### src/rtl/spimem_pkg.sv
package spimem_pkg;

  typedef enum logic [3:0] {
    ST_IDLE,
    ST_OPC,
    ST_ADDR,
    ST_WDATA,
    ST_SRW,
    ST_SRDONE,
    ST_RDF,
    ST_RDL,
    ST_RDOUT,
    ST_SROUT,
    ST_IGN
  } ctl_state_t;

  // low three bits of a command, bits 7..4 must be zero, bit 3 ignored
  localparam logic [2:0] OPL_WE_SET = 3'b110;
  localparam logic [2:0] OPL_WE_CLR = 3'b100;
  localparam logic [2:0] OPL_SR_RD  = 3'b101;
  localparam logic [2:0] OPL_SR_WR  = 3'b001;
  localparam logic [2:0] OPL_ARR_RD = 3'b011;
  localparam logic [2:0] OPL_ARR_WR = 3'b010;

endpackage

### src/rtl/spimem_rx_shift.sv
module spimem_rx_shift (
  input  logic       clk,
  input  logic       rst_n,
  input  logic       clr,
  input  logic       stb,
  input  logic       din,
  output logic       byte_done,
  output logic [7:0] byte_val,
  output logic       at_boundary
);

  logic [2:0] cnt_q, cnt_d;
  logic [6:0] sh_q, sh_d;

  always_comb begin
    cnt_d = cnt_q;
    sh_d  = sh_q;
    if (clr) begin
      cnt_d = '0;
      sh_d  = '0;
    end else if (stb) begin
      cnt_d = cnt_q + 3'd1;
      sh_d  = {sh_q[5:0], din};
    end
  end

  always_ff @(posedge clk or negedge rst_n) begin
    if (!rst_n) begin
      cnt_q <= '0;
      sh_q  <= '0;
    end else begin
      cnt_q <= cnt_d;
      sh_q  <= sh_d;
    end
  end

  assign byte_done   = stb && !clr && (cnt_q == 3'd7);
  assign byte_val    = {sh_q, din};
  assign at_boundary = (cnt_q == 3'd0);

endmodule

### src/rtl/spimem_page_buf.sv
module spimem_page_buf #(
  parameter int PAGE_W = 6
) (
  input  logic              clk,
  input  logic              rst_n,
  input  logic              clr,
  input  logic              we,
  input  logic [PAGE_W-1:0] widx,
  input  logic [7:0]        wdata,
  input  logic [PAGE_W-1:0] ridx,
  output logic [7:0]        rdata,
  output logic              rvalid
);

  localparam int SLOTS = 1 << PAGE_W;

  logic [7:0]       data_q [SLOTS];
  logic [SLOTS-1:0] vld_q;

  for (genvar g = 0; g < SLOTS; g++) begin : g_slot
    logic hit;
    assign hit = we && (widx == PAGE_W'(g));

    always_ff @(posedge clk) begin
      if (hit) data_q[g] <= wdata;
    end

    always_ff @(posedge clk or negedge rst_n) begin
      if (!rst_n)   vld_q[g] <= 1'b0;
      else if (clr) vld_q[g] <= 1'b0;
      else if (hit) vld_q[g] <= 1'b1;
    end
  end

  assign rdata  = data_q[ridx];
  assign rvalid = vld_q[ridx];

endmodule

### src/rtl/spimem_wr_engine.sv
module spimem_wr_engine #(
  parameter int PAGE_W       = 6,
  parameter int WRITE_CYCLES = 500
) (
  input  logic              clk,
  input  logic              rst_n,
  input  logic              start,
  input  logic              start_mem,
  output logic              busy,
  output logic              done,
  output logic              slot_en,
  output logic [PAGE_W-1:0] slot_idx
);

  localparam int PAGE_BYTES = 1 << PAGE_W;
  localparam int CNT_W      = $clog2(WRITE_CYCLES);
  localparam logic [CNT_W-1:0] LAST = CNT_W'(WRITE_CYCLES - 1);

  logic             busy_q, busy_d;
  logic             mem_q, mem_d;
  logic [CNT_W-1:0] cnt_q, cnt_d;

  always_comb begin
    busy_d = busy_q;
    mem_d  = mem_q;
    cnt_d  = cnt_q;
    if (!busy_q) begin
      if (start) begin
        busy_d = 1'b1;
        mem_d  = start_mem;
        cnt_d  = '0;
      end
    end else if (cnt_q == LAST) begin
      busy_d = 1'b0;
    end else begin
      cnt_d = cnt_q + 1'b1;
    end
  end

  always_ff @(posedge clk or negedge rst_n) begin
    if (!rst_n) begin
      busy_q <= 1'b0;
      mem_q  <= 1'b0;
      cnt_q  <= '0;
    end else begin
      busy_q <= busy_d;
      mem_q  <= mem_d;
      cnt_q  <= cnt_d;
    end
  end

  assign busy     = busy_q;
  assign done     = busy_q && (cnt_q == LAST);
  assign slot_en  = busy_q && mem_q && (32'(cnt_q) < PAGE_BYTES);
  assign slot_idx = cnt_q[PAGE_W-1:0];

endmodule

### src/rtl/spimem_ctrl.sv
module spimem_ctrl #(
  parameter int ADDR_W       = 14,
  parameter int PAGE_W       = 6,
  parameter int WRITE_CYCLES = 500
) (
  input  logic              clk,
  input  logic              rst_n,
  input  logic              cs_fall,
  input  logic              cs_rise,
  input  logic              bit_stb,
  input  logic              bit_in,
  output logic              so_bit,
  output logic              so_oe,
  output logic [ADDR_W-1:0] ram_addr,
  output logic [7:0]        ram_wdata,
  output logic              ram_we,
  input  logic [7:0]        ram_rdata,
  output logic [ADDR_W-1:0] prot_addr,
  input  logic              prot_mem_ok,
  input  logic              prot_sr_ok,
  output logic              sr_wpen,
  output logic [1:0]        sr_bp
);
  import spimem_pkg::*;

  localparam int HI_W = ADDR_W - 8;
  localparam int PG_W = ADDR_W - PAGE_W;

  ctl_state_t        state_q, state_d;
  logic              wel_q, wel_d;
  logic              wpen_q, wpen_d;
  logic [1:0]        bp_q, bp_d;
  logic              hi_seen_q, hi_seen_d;
  logic [HI_W-1:0]   addr_hi_q, addr_hi_d;
  logic              is_wr_q, is_wr_d;
  logic [ADDR_W-1:0] rd_addr_q, rd_addr_d;
  logic [PG_W-1:0]   page_q, page_d;
  logic [PAGE_W-1:0] wr_off_q, wr_off_d;
  logic              have_data_q, have_data_d;
  logic [7:0]        out_sr_q, out_sr_d;
  logic              oe_q, oe_d;
  logic [2:0]        sr_new_q, sr_new_d;

  logic              rx_done, rx_boundary;
  logic [7:0]        rx_byte;
  logic              buf_clr, buf_we;
  logic [7:0]        buf_rdata;
  logic              buf_rvalid;
  logic              start_mem, start_sr;
  logic              eng_busy, eng_done, eng_slot;
  logic [PAGE_W-1:0] eng_idx;
  logic [7:0]        status_byte;
  logic [ADDR_W-1:0] full_addr;
  logic              opc_valid;

  spimem_rx_shift u_rx (
    .clk         (clk),
    .rst_n       (rst_n),
    .clr         (cs_fall),
    .stb         (bit_stb),
    .din         (bit_in),
    .byte_done   (rx_done),
    .byte_val    (rx_byte),
    .at_boundary (rx_boundary)
  );

  spimem_page_buf #(.PAGE_W(PAGE_W)) u_buf (
    .clk    (clk),
    .rst_n  (rst_n),
    .clr    (buf_clr),
    .we     (buf_we),
    .widx   (wr_off_q),
    .wdata  (rx_byte),
    .ridx   (eng_idx),
    .rdata  (buf_rdata),
    .rvalid (buf_rvalid)
  );

  spimem_wr_engine #(.PAGE_W(PAGE_W), .WRITE_CYCLES(WRITE_CYCLES)) u_eng (
    .clk       (clk),
    .rst_n     (rst_n),
    .start     (start_mem || start_sr),
    .start_mem (start_mem),
    .busy      (eng_busy),
    .done      (eng_done),
    .slot_en   (eng_slot),
    .slot_idx  (eng_idx)
  );

  assign status_byte = eng_busy ? 8'hFF : {wpen_q, 3'b000, bp_q, wel_q, 1'b0};
  assign full_addr   = {addr_hi_q, rx_byte};
  assign opc_valid   = (rx_byte[7:4] == 4'h0);

  always_comb begin
    state_d     = state_q;
    wel_d       = wel_q;
    wpen_d      = wpen_q;
    bp_d        = bp_q;
    hi_seen_d   = hi_seen_q;
    addr_hi_d   = addr_hi_q;
    is_wr_d     = is_wr_q;
    rd_addr_d   = rd_addr_q;
    page_d      = page_q;
    wr_off_d    = wr_off_q;
    have_data_d = have_data_q;
    out_sr_d    = out_sr_q;
    oe_d        = oe_q;
    sr_new_d    = sr_new_q;
    buf_clr     = 1'b0;
    buf_we      = 1'b0;
    start_mem   = 1'b0;
    start_sr    = 1'b0;

    if (cs_fall) begin
      state_d   = ST_OPC;
      oe_d      = 1'b0;
      hi_seen_d = 1'b0;
    end else if (cs_rise) begin
      state_d = ST_IDLE;
      oe_d    = 1'b0;
      if (rx_boundary && wel_q && !eng_busy) begin
        if (state_q == ST_WDATA && have_data_q) begin
          start_mem = 1'b1;
        end
        if (state_q == ST_SRDONE && prot_sr_ok) begin
          start_sr = 1'b1;
          wpen_d   = sr_new_q[2];
          bp_d     = sr_new_q[1:0];
        end
      end
    end else begin
      unique case (state_q)
        ST_OPC: begin
          if (rx_done) begin
            state_d = ST_IGN;
            if (opc_valid) begin
              unique case (rx_byte[2:0])
                OPL_WE_SET: if (!eng_busy) wel_d = 1'b1;
                OPL_WE_CLR: if (!eng_busy) wel_d = 1'b0;
                OPL_SR_RD: begin
                  out_sr_d = status_byte;
                  oe_d     = 1'b1;
                  state_d  = ST_SROUT;
                end
                OPL_SR_WR:  if (!eng_busy) state_d = ST_SRW;
                OPL_ARR_RD: if (!eng_busy) begin
                  state_d = ST_ADDR;
                  is_wr_d = 1'b0;
                end
                OPL_ARR_WR: if (!eng_busy) begin
                  state_d = ST_ADDR;
                  is_wr_d = 1'b1;
                end
                default: state_d = ST_IGN;
              endcase
            end
          end
        end
        ST_ADDR: begin
          if (rx_done) begin
            if (!hi_seen_q) begin
              hi_seen_d = 1'b1;
              addr_hi_d = rx_byte[HI_W-1:0];
            end else if (is_wr_q) begin
              page_d      = full_addr[ADDR_W-1:PAGE_W];
              wr_off_d    = full_addr[PAGE_W-1:0];
              have_data_d = 1'b0;
              buf_clr     = 1'b1;
              state_d     = ST_WDATA;
            end else begin
              rd_addr_d = full_addr;
              state_d   = ST_RDF;
            end
          end
        end
        ST_WDATA: begin
          if (rx_done) begin
            buf_we      = 1'b1;
            wr_off_d    = wr_off_q + 1'b1;
            have_data_d = 1'b1;
          end
        end
        ST_SRW: begin
          if (rx_done) begin
            sr_new_d = {rx_byte[7], rx_byte[3:2]};
            state_d  = ST_SRDONE;
          end
        end
        ST_RDF: state_d = ST_RDL;
        ST_RDL: begin
          out_sr_d  = ram_rdata;
          oe_d      = 1'b1;
          rd_addr_d = rd_addr_q + 1'b1;
          state_d   = ST_RDOUT;
        end
        ST_RDOUT: begin
          if (bit_stb) begin
            out_sr_d = {out_sr_q[6:0], 1'b0};
            if (rx_done) state_d = ST_RDF;
          end
        end
        ST_SROUT: begin
          if (bit_stb) begin
            out_sr_d = rx_done ? status_byte : {out_sr_q[6:0], 1'b0};
          end
        end
        default: ;
      endcase
    end

    if (eng_done) wel_d = 1'b0;
  end

  always_ff @(posedge clk or negedge rst_n) begin
    if (!rst_n) begin
      state_q     <= ST_IDLE;
      wel_q       <= 1'b0;
      wpen_q      <= 1'b0;
      bp_q        <= 2'b00;
      hi_seen_q   <= 1'b0;
      addr_hi_q   <= '0;
      is_wr_q     <= 1'b0;
      rd_addr_q   <= '0;
      page_q      <= '0;
      wr_off_q    <= '0;
      have_data_q <= 1'b0;
      out_sr_q    <= '0;
      oe_q        <= 1'b0;
      sr_new_q    <= '0;
    end else begin
      state_q     <= state_d;
      wel_q       <= wel_d;
      wpen_q      <= wpen_d;
      bp_q        <= bp_d;
      hi_seen_q   <= hi_seen_d;
      addr_hi_q   <= addr_hi_d;
      is_wr_q     <= is_wr_d;
      rd_addr_q   <= rd_addr_d;
      page_q      <= page_d;
      wr_off_q    <= wr_off_d;
      have_data_q <= have_data_d;
      out_sr_q    <= out_sr_d;
      oe_q        <= oe_d;
      sr_new_q    <= sr_new_d;
    end
  end

  assign so_bit    = out_sr_q[7];
  assign so_oe     = oe_q;
  assign prot_addr = {page_q, eng_idx};
  assign ram_addr  = eng_busy ? {page_q, eng_idx} : rd_addr_q;
  assign ram_wdata = buf_rdata;
  assign ram_we    = eng_slot && buf_rvalid && prot_mem_ok;
  assign sr_wpen   = wpen_q;
  assign sr_bp     = bp_q;

endmodule

### config.mk
export PLATFORM = sky130hd
export DESIGN_NAME = spimem_ctrl
export DESIGN_NICKNAME = d
export VERILOG_FILES = /design/src/rtl/spimem_pkg.sv /design/src/rtl/spimem_rx_shift.sv /design/src/rtl/spimem_page_buf.sv /design/src/rtl/spimem_wr_engine.sv /design/src/rtl/spimem_ctrl.sv
export SDC_FILE = /design/constraint.sdc
export NUM_CORES = 1
export LEC_CHECK = 0
export ABC_CLOCK_PERIOD_IN_PS = 3300
export BUFFER_PORTS_ARGS = -buffer_cell sky130_fd_sc_hd__clkbuf_2
export CORE_MARGIN = 5
export CORE_UTILIZATION = 45
export CTS_BUF_LIST = sky130_fd_sc_hd__clkbuf_4 sky130_fd_sc_hd__clkbuf_8
export DETAILED_ROUTE_END_ITERATION = 16
export PLACE_DENSITY = 0.7
export SYNTH_ARGS = -nofsm -noshare
export SYNTH_HDL_FRONTEND = slang
export SYNTH_SLANG_ARGS = --single-unit
### constraint.sdc
create_clock -name clk -period 3.3 [get_ports clk]
set_input_delay 0.495 -clock clk [delete_from_list [all_inputs] [get_ports clk]]
set_output_delay 0.495 -clock clk [all_outputs]
set_load 0.02 [all_outputs]
### Yosys cells after proc, flatten, opt, wreduce, memory -nomap -nowiden

Memories as Yosys holds them, arrays and structs flattened.
Cells that the tools add are included.

* mux-type cells: 531
* equality and inequality tests: 106
* bitwise logic cells: 4
* $lt $le $gt $ge: 2
* reductions and logical operators: 237
* add/subtract/negate cells: 4

Operators with widths (count)
* $mux W8: 70
* $reduce_or A8 Y1: 63
* $mux W6: 67
* $mux W1: 361
* $eq A6 B6 Y1 const B: 32
* $reduce_bool A2 Y1: 74
* $eq A6 B5 Y1 const B: 16
* $logic_and A1 B1 Y1: 75
* $mux W14: 4
* $eq A6 B4 Y1 const B: 8
* $mux W4: 11
* $pmux W8 S4: 1
* $ne A4 B4 Y1 const B: 7
* $pmux W14 S2: 1
* $mux W9: 3
* $ne A2 B2 Y1 const B: 13
* $eq A6 B3 Y1 const B: 4
* $pmux W4 S6: 1
* $reduce_and A8 Y1: 3
* $eq A4 B3 Y1 const B: 4
* $add A14 B1 Y14 const B: 1
* $mux W7: 2
* $reduce_and A7 Y1: 2
* $eq A3 B3 Y1 const B: 4
* 36 further kinds: 57

* logic and storage cells: 968
* flip-flop bits (word level): 142
* memories kept: 1
* bits in writable memories: 512

Memories
* u_buf.data_q: words 64, bits a word 8, rd ports 1, clocked after Yosys merged registers in 0, write ports 1, RTL line spimem_page_buf.sv:17 `logic [7:0] data_q [SLOTS];`

### Logic depth before layout (Yosys ltp)

Gate-level depths: netlist of the first run.

* word-level depth: 74
* mapped depth: 9

### Modules after synthesis

A second synthesis of the first run with hierarchy kept.

* cell total of the unflattened synthesis: 1603
* area, all modules: 27018.4 µm²

By module, submodules not included
* spimem_page_buf: seq. area each 16976.3 µm², times used 1, cells each 1148, area each 22482.8 µm²
* spimem_ctrl: seq. area each 1426.4 µm², times used 1, cells each 351, area each 3434.5 µm²
* spimem_wr_engine: seq. area each 275.3 µm², times used 1, cells each 63, area each 631.9 µm²
* spimem_rx_shift: seq. area each 250.2 µm², times used 1, cells each 41, area each 469.2 µm²

### Least setup slack after synthesis of the first run

No wires, ideal clock.

* path type: flip-flop to output port
* from: reg u_eng.cnt_q[0]
* to: out ram_wdata[6]
* path buffers: 3
* arrival time: 2.297 ns
* stages on the path, launching flop included: 9
* path slack: 0.508 ns
* path through: dfrtp_1 -> buf_4 -> buf_2 -> buf_2 -> mux4_2 -> a22oi_1 -> nand2_1 -> a22oi_1 -> o21ai_0

* word-level cells in the longest chain between the ends: 1

Ends and longest elaborated chain
* from (decl): RTL line spimem_wr_engine.sv:21 `logic [CNT_W-1:0] cnt_q, cnt_d;`
* from (signal assigned): RTL line spimem_wr_engine.sv:48 `cnt_q <= cnt_d;`
* $mem_v2 Z64 W8
* to (decl): RTL line spimem_ctrl.sv:15 `output logic [7:0] ram_wdata,`

No other way between the ends.

### Worst setup path in the final report of the first run

* from: reg u_eng.cnt_q[0]
* to: out ram_wdata[0]

The elaborated chain is that of the path after synthesis.

==> run summary, run 1 <==
Post-DP HPWL -> 41.0 mm
CP cell instances -> buf_6 > clkbuf_16 > mux4_2 > o22a_1 > o221ai_4 > o31a_1 > a311oi_2 > buf_4
initial antenna violation count -> 0
Layout Utilization -> 0.539
top cell family by delay on the critical path -> compound AO/OA/AOI/OAI gates
vias in the first global route -> 16100
cell count after synthesis -> 1645
FILL cells -> 4611
grt ovf -> 0
Hold Vio Cnt, Final -> 0
Num CTS Buffers -> 101
Max-slew headroom -> 0.448
count of warnings emitted by yosys -> 0
drt first pass iters -> 5
Clock Pin Slew Worst Setup and Hold Paths -> 0.06 ns
most frequent cell after synthesis -> edfxtp_1
largest family of logic cells by synthesized area -> multiplexers
Slowest-stage cell, CP -> dfrtp_4
Die X -> 255 µm
DR vias/cell -> 5.93
sw frac -> 0.201
largest fanout on the critical path -> 6
GP Congestion -> 0.910
Starting Density -> 0.455
critical path data arrival time -> 3.06 ns
sequential power share -> 0.559
Hold WS -> 0.136 ns
Critical Path Source Type -> flop
FF+latch count, synth -> 654
fin crit share -> 1.08
Via Count -> 16200
setup violators final -> 9
layout cells sized above 1 -> 0.328
DR iter-0 viols -> 1764
Post-Route WL -> 66.7 mm
first-pass GRT wire length -> 99.1 mm
Final min period -> 3.55 ns
final worst slack -> -0.250 ns
CORE AREA -> 59200 µm²
buffers added on ports -> 57
row count -> 89
post-synthesis mux area share -> 0.142
DIE HEIGHT -> 255 µm
Max Transition Viols Final -> 0
DRC viols -> 0
Slew @ Worst Pin -> 0.828 ns
Synth cell types -> 70
RSZ-0062 raised after global routing -> true
combinational power share -> 0.010
pwr dens -> 496 nW/µm²
max_cap viols -> 0
Power Internal -> 0.0126 W
area share of the largest cell type after synthesis -> 0.570
WL/cell -> 24.5 µm
root buffer cell -> clkbuf_8
NumNets Final -> 1892
peak supply drop -> 0.000308 V
Syn-to-layout area delta -> 18.3%
Worst Hold Class -> in -> reg
Netlist Area Pre-Place -> 27000 µm²
H-tree depth -> 3
part of the Yosys area used for sequential elements -> 0.702
WP data required -> 2.80 ns
antenna cells -> 0
highest clock rate -> 0.282 GHz
CTS tree -> done
complex-gate fraction of the synthesized area -> 0.0560
Post-DRT Antenna Nets -> 0
Clock Latency Late Sink -> 0.70 ns
Leak Pwr -> 11.9 nW
XOR/XNOR share of the synthesized area -> 0.00162
Critical path buffers and inverters -> 3
Setup Crit Path Kind -> reg -> out
total clock sinks -> 654
RR Startpoint -> state_q[2]$_DFFE_PN0P_
Synth Flop Type -> edfxtp_1
GRT Util Overall -> 0.202
status -> finished, violations left
Worst Skew -> 0.0411 ns
top post-synthesis cells by area -> edfxtp_1, dfrtp_1, mux4_2, nor2_1, mux2_2
Bufs on Longest Clock Path -> 3
Ports -> 58
Net Count, Synth -> 1670
Simple-Gate Fraction of Synth Area -> 0.0744
Post-synth EDFFs -> 512
Post-Synth Adder-Cell Area -> 0.00418
Critical Path Source -> u_eng.cnt_q[0]$_DFFE_PN0P_
worst hold start -> ram_rdata[0]
largest net degree at the start of global routing -> 73
clock share of power -> 0.431
Post-synth top cells -> edfxtp_1, nor2_1, dfrtp_1
asr flop ratio synth -> 0.217
Post-Syn Area per Cell -> 16.4 µm²
Sw Pwr -> 0.00318 W
dominant cell type by area after synthesis -> edfxtp_1
failing checks -> negative setup slack
CP peak stage delay -> 0.52 ns
Die Area -> 64900 µm²
Critical Path End Type -> output pin
## registers in the layout, indices dropped and copies added (netlist names), 3 cells and up
name	cells
u_buf.data_q	512
u_buf.vld_q	64
rd_addr_q	14
u_eng.cnt_q	9
out_sr_q	8
page_q	8
u_rx.sh_q	7
addr_hi_q	6
wr_off_q	6
state_q	4
sr_new_q	3
u_rx.cnt_q	3
## tightest hold or removal path: stages
cell	delay, ns
clkbuf_2	0.08
a21oi_1	0.06
mux2i_1	0.13
## worst paths after layout
path / to / slack [ns] / depth (start not counted)
worst min-delay path: out_sr_q[0]$_DFFE_PN0P_ / 0.14 / 3
worst max-delay path: ram_wdata[0] / -0.25 / 8
worst max register to register: rd_addr_q[11]$_DFFE_PN0P_ / 0.61 / 5
max in group asynchronous: u_buf.vld_q[9]$_DFFE_PN0P_ / 2.04 / 3
worst min register to register: u_buf.vld_q[29]$_DFFE_PN0P_ / 0.49 / 2
min in group asynchronous: u_buf.vld_q[13]$_DFFE_PN0P_ / 0.41 / 2
## cell usage in the layout, fill, tap and decap left out, types with 6 or more instances in the layout
cell type,n
edfxtp_1,512
buf_6,16
clkinv_1,21
nand2b_1,14
o22a_1,12
o31a_1,9
o221ai_1,6
o21ai_0,41
dfrtp_2,8
a22oi_2,20
nand4_1,21
clkbuf_8,108
nand2_1,48
nor3_1,22
mux4_2,131
o22ai_1,13
nand3_1,26
or2_2,6
clkinv_2,10
a22oi_1,17
mux2i_1,43
a21oi_1,41
dfrtp_1,132
ha_1,9
inv_1,14
buf_12,12
nor2_1,229
nor2b_1,11
mux2_2,39
clkbuf_2,47
clkbuf_4,39
buf_4,129
nand3b_1,8
## routing by layer
layer	vias to the layer above	GRT usage	routed length, µm
li1	6904	-	-
met1	8351	0.285	27300
met2	796	0.316	32000
met3	104	0.0458	5580
met4	0	0.0668	1760
met5	-	0	0
## cell type report
class / count / area [µm²] / area share
multi-input combinational: 874 / 7880 / 0.247
sequential: 654 / 18900 / 0.594
inverter: 14 / 52.6 / 0.00165
timing repair buffer: 222 / 2010 / 0.0630
clock inverter: 38 / 282 / 0.00882
clock buffer: 147 / 1780 / 0.0558
tap: 773 / 967 / 0.0303
## cells by family after synthesis
kind of cell             after synthesis
flip-flops                           654
buffers and inverters                117
XOR/XNOR                               5
multiplexers                         213
adder cells (fa/ha/maj)                9
AND/OR/NAND/NOR                      430
AO/OA/AOI/OAI                        217
## power by group through the flow
stage | sequential (W) | clock, W | combinational, W
after floorplan | 0.00902 | 0 | 0.0000515
after global placement | 0.00901 | 0 | 0.000157
after detailed placement | 0.00901 | 0 | 0.000163
after CTS | 0.00885 | 0.00696 | 0.000165
after global routing | 0.00884 | 0.00730 | 0.000181
final | 0.00885 | 0.00682 | 0.000163
## through the flow
step,setup TNS [ns],setup slack (ns),total power [W],std cells,cell area (µm²)
3_3_place_gp,0,0.168,0.00917,2500,28800
2_1_floorplan,0,0.508,0.00908,1645,27000
6_report,-1.60,-0.250,0.0158,2722,31900
5_1_grt,-2.58,-0.393,0.0163,2722,31900
4_1_cts,-2.46,-0.311,0.0160,2698,31200
3_5_place_dp,0,0.124,0.00918,2500,28800
## repair_timing
action | CTS | global route
resized for setup | 21 | 102
pin swaps | 3 | 31
hold buffers | 1 | 0
cloned | 3 | 5
buffers inserted | 9 | 21
hold endpoints to repair | 66 | 0
setup endpoints to repair | 9 | 9
Note: power is estimated with default switching activity, not from simulation.
==> run 2: changes to the inputs <==
CORE_MARGIN = not set   (was 5)
REMOVE_ABC_BUFFERS = 1   (was not set)
SKIP_LAST_GASP = 1   (was not set)
==> run summary, run 2 (synthesized netlist as in run 1, its figures left out) <==
status -> finished, violations left (unchanged)
failing checks -> design-rule violations, negative setup slack (was negative setup slack)
largest net degree at the start of global routing -> 85 (was 73)
Clock Pin Slew Worst Setup and Hold Paths -> 0.06 ns (about the same)
Bufs on Longest Clock Path -> 3 (unchanged)
DRC viols -> 4 (was 0)
pwr dens -> 498 nW/µm² (was 496 nW/µm²)
Post-Place Setup Slack -> 0.0980 ns (was 0.124 ns)
Slew @ Worst Pin -> 1.08 ns (was 0.828 ns)
NumNets Final -> 1889 (was 1892)
WP data required -> 2.80 ns (about the same)
Clock Latency Late Sink -> 0.72 ns (was 0.70 ns)
CTS tree -> done (unchanged)
buffers added on ports -> 57 (unchanged)
antenna cells -> 0 (unchanged)
vias in the first global route -> 16200 (was 16100)
Via Count -> 16000 (was 16200)
CP cell instances -> buf_12 > buf_16 > mux4_2 > o221ai_2 > o31a_1 > a311oi_2 > buf_4 (was buf_6 > clkbuf_16 > mux4_2 > o22a_1 > o221ai_4 > o31a_1 > a311oi_2 > buf_4)
Post-Route WL -> 66.2 mm (was 66.7 mm)
H-tree depth -> 3 (unchanged)
Top reg by flops -> u_buf.data_q (unchanged)
CP peak stage delay -> 0.55 ns (was 0.52 ns)
# placed instances -> 2504 (was 2500)
Critical Path End Type -> output pin (unchanged)
most frequent cells in the layout -> edfxtp_1, nor2_1, buf_4, mux4_2, dfrtp_1 (was edfxtp_1, nor2_1, dfrtp_1, mux4_2, buf_4)
total clock sinks -> 654 (unchanged)
Hold Crit Depth -> 3 (unchanged)
Max Transition Viols Final -> 0 (unchanged)
first-pass GRT wire length -> 100 mm (was 99.1 mm)
Post-DRT Antenna Nets -> 0 (unchanged)
Post-DP HPWL -> 41.5 mm (was 41.0 mm)
GP Congestion -> 0.854 (was 0.910)
Leak Pwr -> 11.7 nW (was 11.9 nW)
Critical Path Source -> u_eng.cnt_q[0]$_DFFE_PN0P_ (unchanged)
FF-to-FF path depth -> 5 (unchanged)
final cell count without fillers -> 2717 (was 2722)
CORE AREA -> 59100 µm² (was 59200 µm²)
root buffer cell -> clkbuf_8 (unchanged)
Hold WS -> 0.0884 ns (was 0.136 ns)
row count -> 89 (unchanged)
Die X -> 247 µm (was 255 µm)
setup violators final -> 9 (unchanged)
highest clock rate -> 0.285 GHz (was 0.282 GHz)
Max-slew headroom -> 0.277 (was 0.448)
Worst Hold Class -> in -> reg (unchanged)
drt first pass iters -> 12 (was 5)
Die Area -> 60900 µm² (was 64900 µm²)
peak supply drop -> 0.000289 V (was 0.000308 V)
Worst R2R Setup Slack -> 0.64 ns (was 0.61 ns)
Final min period -> 3.50 ns (was 3.55 ns)
critical path data arrival time -> 3.01 ns (was 3.06 ns)
DR vias/cell -> 5.89 (was 5.93)
initial antenna violation count -> 1 (was 0)
FILL cells -> 4615 (was 4611)
max reg flops -> 512 (unchanged)
Syn-to-layout area delta -> 17.2% (was 18.3%)
largest fanout on the critical path -> 10 (was 6)
layout cells sized above 1 -> 0.319 (was 0.328)
routed wl met2 -> 32.6 mm (was 32.0 mm)
Ports -> 58 (unchanged)
Setup Crit Path Kind -> reg -> out (unchanged)
RR Startpoint -> state_q[3]$_DFFE_PN0P_ (was state_q[2]$_DFFE_PN0P_)
Slowest-stage cell, CP -> mux4_2 (was dfrtp_4)
WL met1 -> 26.9 mm (was 27.3 mm)
grt ovf -> 0 (unchanged)
Critical Path Source Type -> flop (unchanged)
fin crit share -> 1.06 (was 1.08)
max_cap viols -> 0 (unchanged)
most common cell after layout, fill and taps aside -> edfxtp_1 (unchanged)
Worst Skew -> 0.0323 ns (was 0.0411 ns)
DR top layer -> met4 (unchanged)
Hold Vio Cnt, Final -> 0 (unchanged)
met3 wire len -> 4.59 mm (was 5.58 mm)
DR iter-0 viols -> 1632 (was 1764)
RSZ-0062 raised after global routing -> true (unchanged)
Num CTS Buffers -> 99 (was 101)
DIE HEIGHT -> 247 µm (was 255 µm)
end of the worst register-to-register path -> rd_addr_q[11]$_DFFE_PN0P_ (unchanged)
Starting Density -> 0.456 (was 0.455)
Worst Setup EP -> ram_wdata[7] (was ram_wdata[0])
GRT Util Overall -> 0.221 (was 0.202)
WL/cell -> 24.3 µm (was 24.5 µm)
biggest regs -> u_buf.data_q x512, u_buf.vld_q x64, rd_addr_q x14 (unchanged)
final worst slack -> -0.203 ns (was -0.250 ns)
==> run 2: changes by cell type in the layout (fill, tap and decap cells not counted), moves of 5 or more <==
| cell | before | now |
|---|---|---|
| clkbuf_8 | 108 | 99 |
| buf_12 | 12 | 17 |
| clkbuf_4 | 39 | 34 |
| a22oi_2 | 20 | 15 |
| inv_6 | 1 | 6 |
| a22oi_1 | 17 | 22 |
| buf_6 | 16 | 10 |
| buf_4 | 129 | 136 |
==> run 2: metal layers <==
layer / up-vias / GRT usage
li1: 6897 / -
met1: 8324 / 0.294
met2: 667 / 0.362
met3: 110 / 0.0433
met4: 0 / 0.0841
met5: - / 0
==> run 2: what timing repair did <==
item                                    4_1_cts  5_1_grt
endpoints found under the setup margin        9        9
gates resized for setup                      30       53
setup buffers                                16       10
pin swaps                                    12       16
hold buffers                                  1        0
endpoints found under the hold margin        58        0
cloned                                        3        2
==> run 2: layout make-up <==
cell class                 count  area (µm²)  share of cell area
sequential                   654       18900               0.599
multi-input combinational    874        7760               0.246
timing repair buffer         221        1910              0.0604
clock inverter                48         363              0.0115
tap                          773         967              0.0306
clock buffer                 133        1620              0.0512
inverter                      14        52.6             0.00166
==> run 2: critical path, delay by kind of cell, from the launching register on <==
family,cells,cell delay (ns)
buffers and inverters,3,0.57
DFF,1,0.51
AOI/OAI and AO/OA,3,0.65
muxes,1,0.55
==> run 2: where the power goes <==
| part | switching (W) | total (W) | internal [W] |
|---|---|---|---|
| Clock | 0.00315 | 0.00674 | 0.00360 |
| Sequential | 0.0000124 | 0.00885 | 0.00884 |
| Combinational | 0.000120 | 0.000157 | 0.0000367 |
==> run 2: metrics by stage <==
step | utilization | setup TNS, ns | power [W] | instance area (µm²)
floorplan | - | -286.27 | 0.00907 | 26500
global placement | 0.489 | 0 | 0.00917 | 28900
detailed placement | 0.489 | 0 | 0.00918 | 28900
CTS | 0.529 | -2.87 | 0.0159 | 31300
global route | 0.535 | -2.13 | 0.0162 | 31600
finish | 0.535 | -1.44 | 0.0157 | 31600
==> run 2: worst min-delay path by stage <==
stage	slack, ns	startpoint	endpoint
2_1_floorplan	0.20	rst_n	addr_hi_q[0]$_DFFE_PN0P_
3_3_place_gp	0.47	sr_new_q[0]$_DFFE_PN0P_	sr_new_q[0]$_DFFE_PN0P_
3_5_place_dp	0.47	u_eng.mem_q$_DFFE_PN0P_	u_eng.mem_q$_DFFE_PN0P_
4_1_cts	0.05	ram_rdata[0]	out_sr_q[0]$_DFFE_PN0P_
5_1_grt	0.07	ram_rdata[0]	out_sr_q[0]$_DFFE_PN0P_
6_report	0.09	ram_rdata[0]	out_sr_q[0]$_DFFE_PN0P_
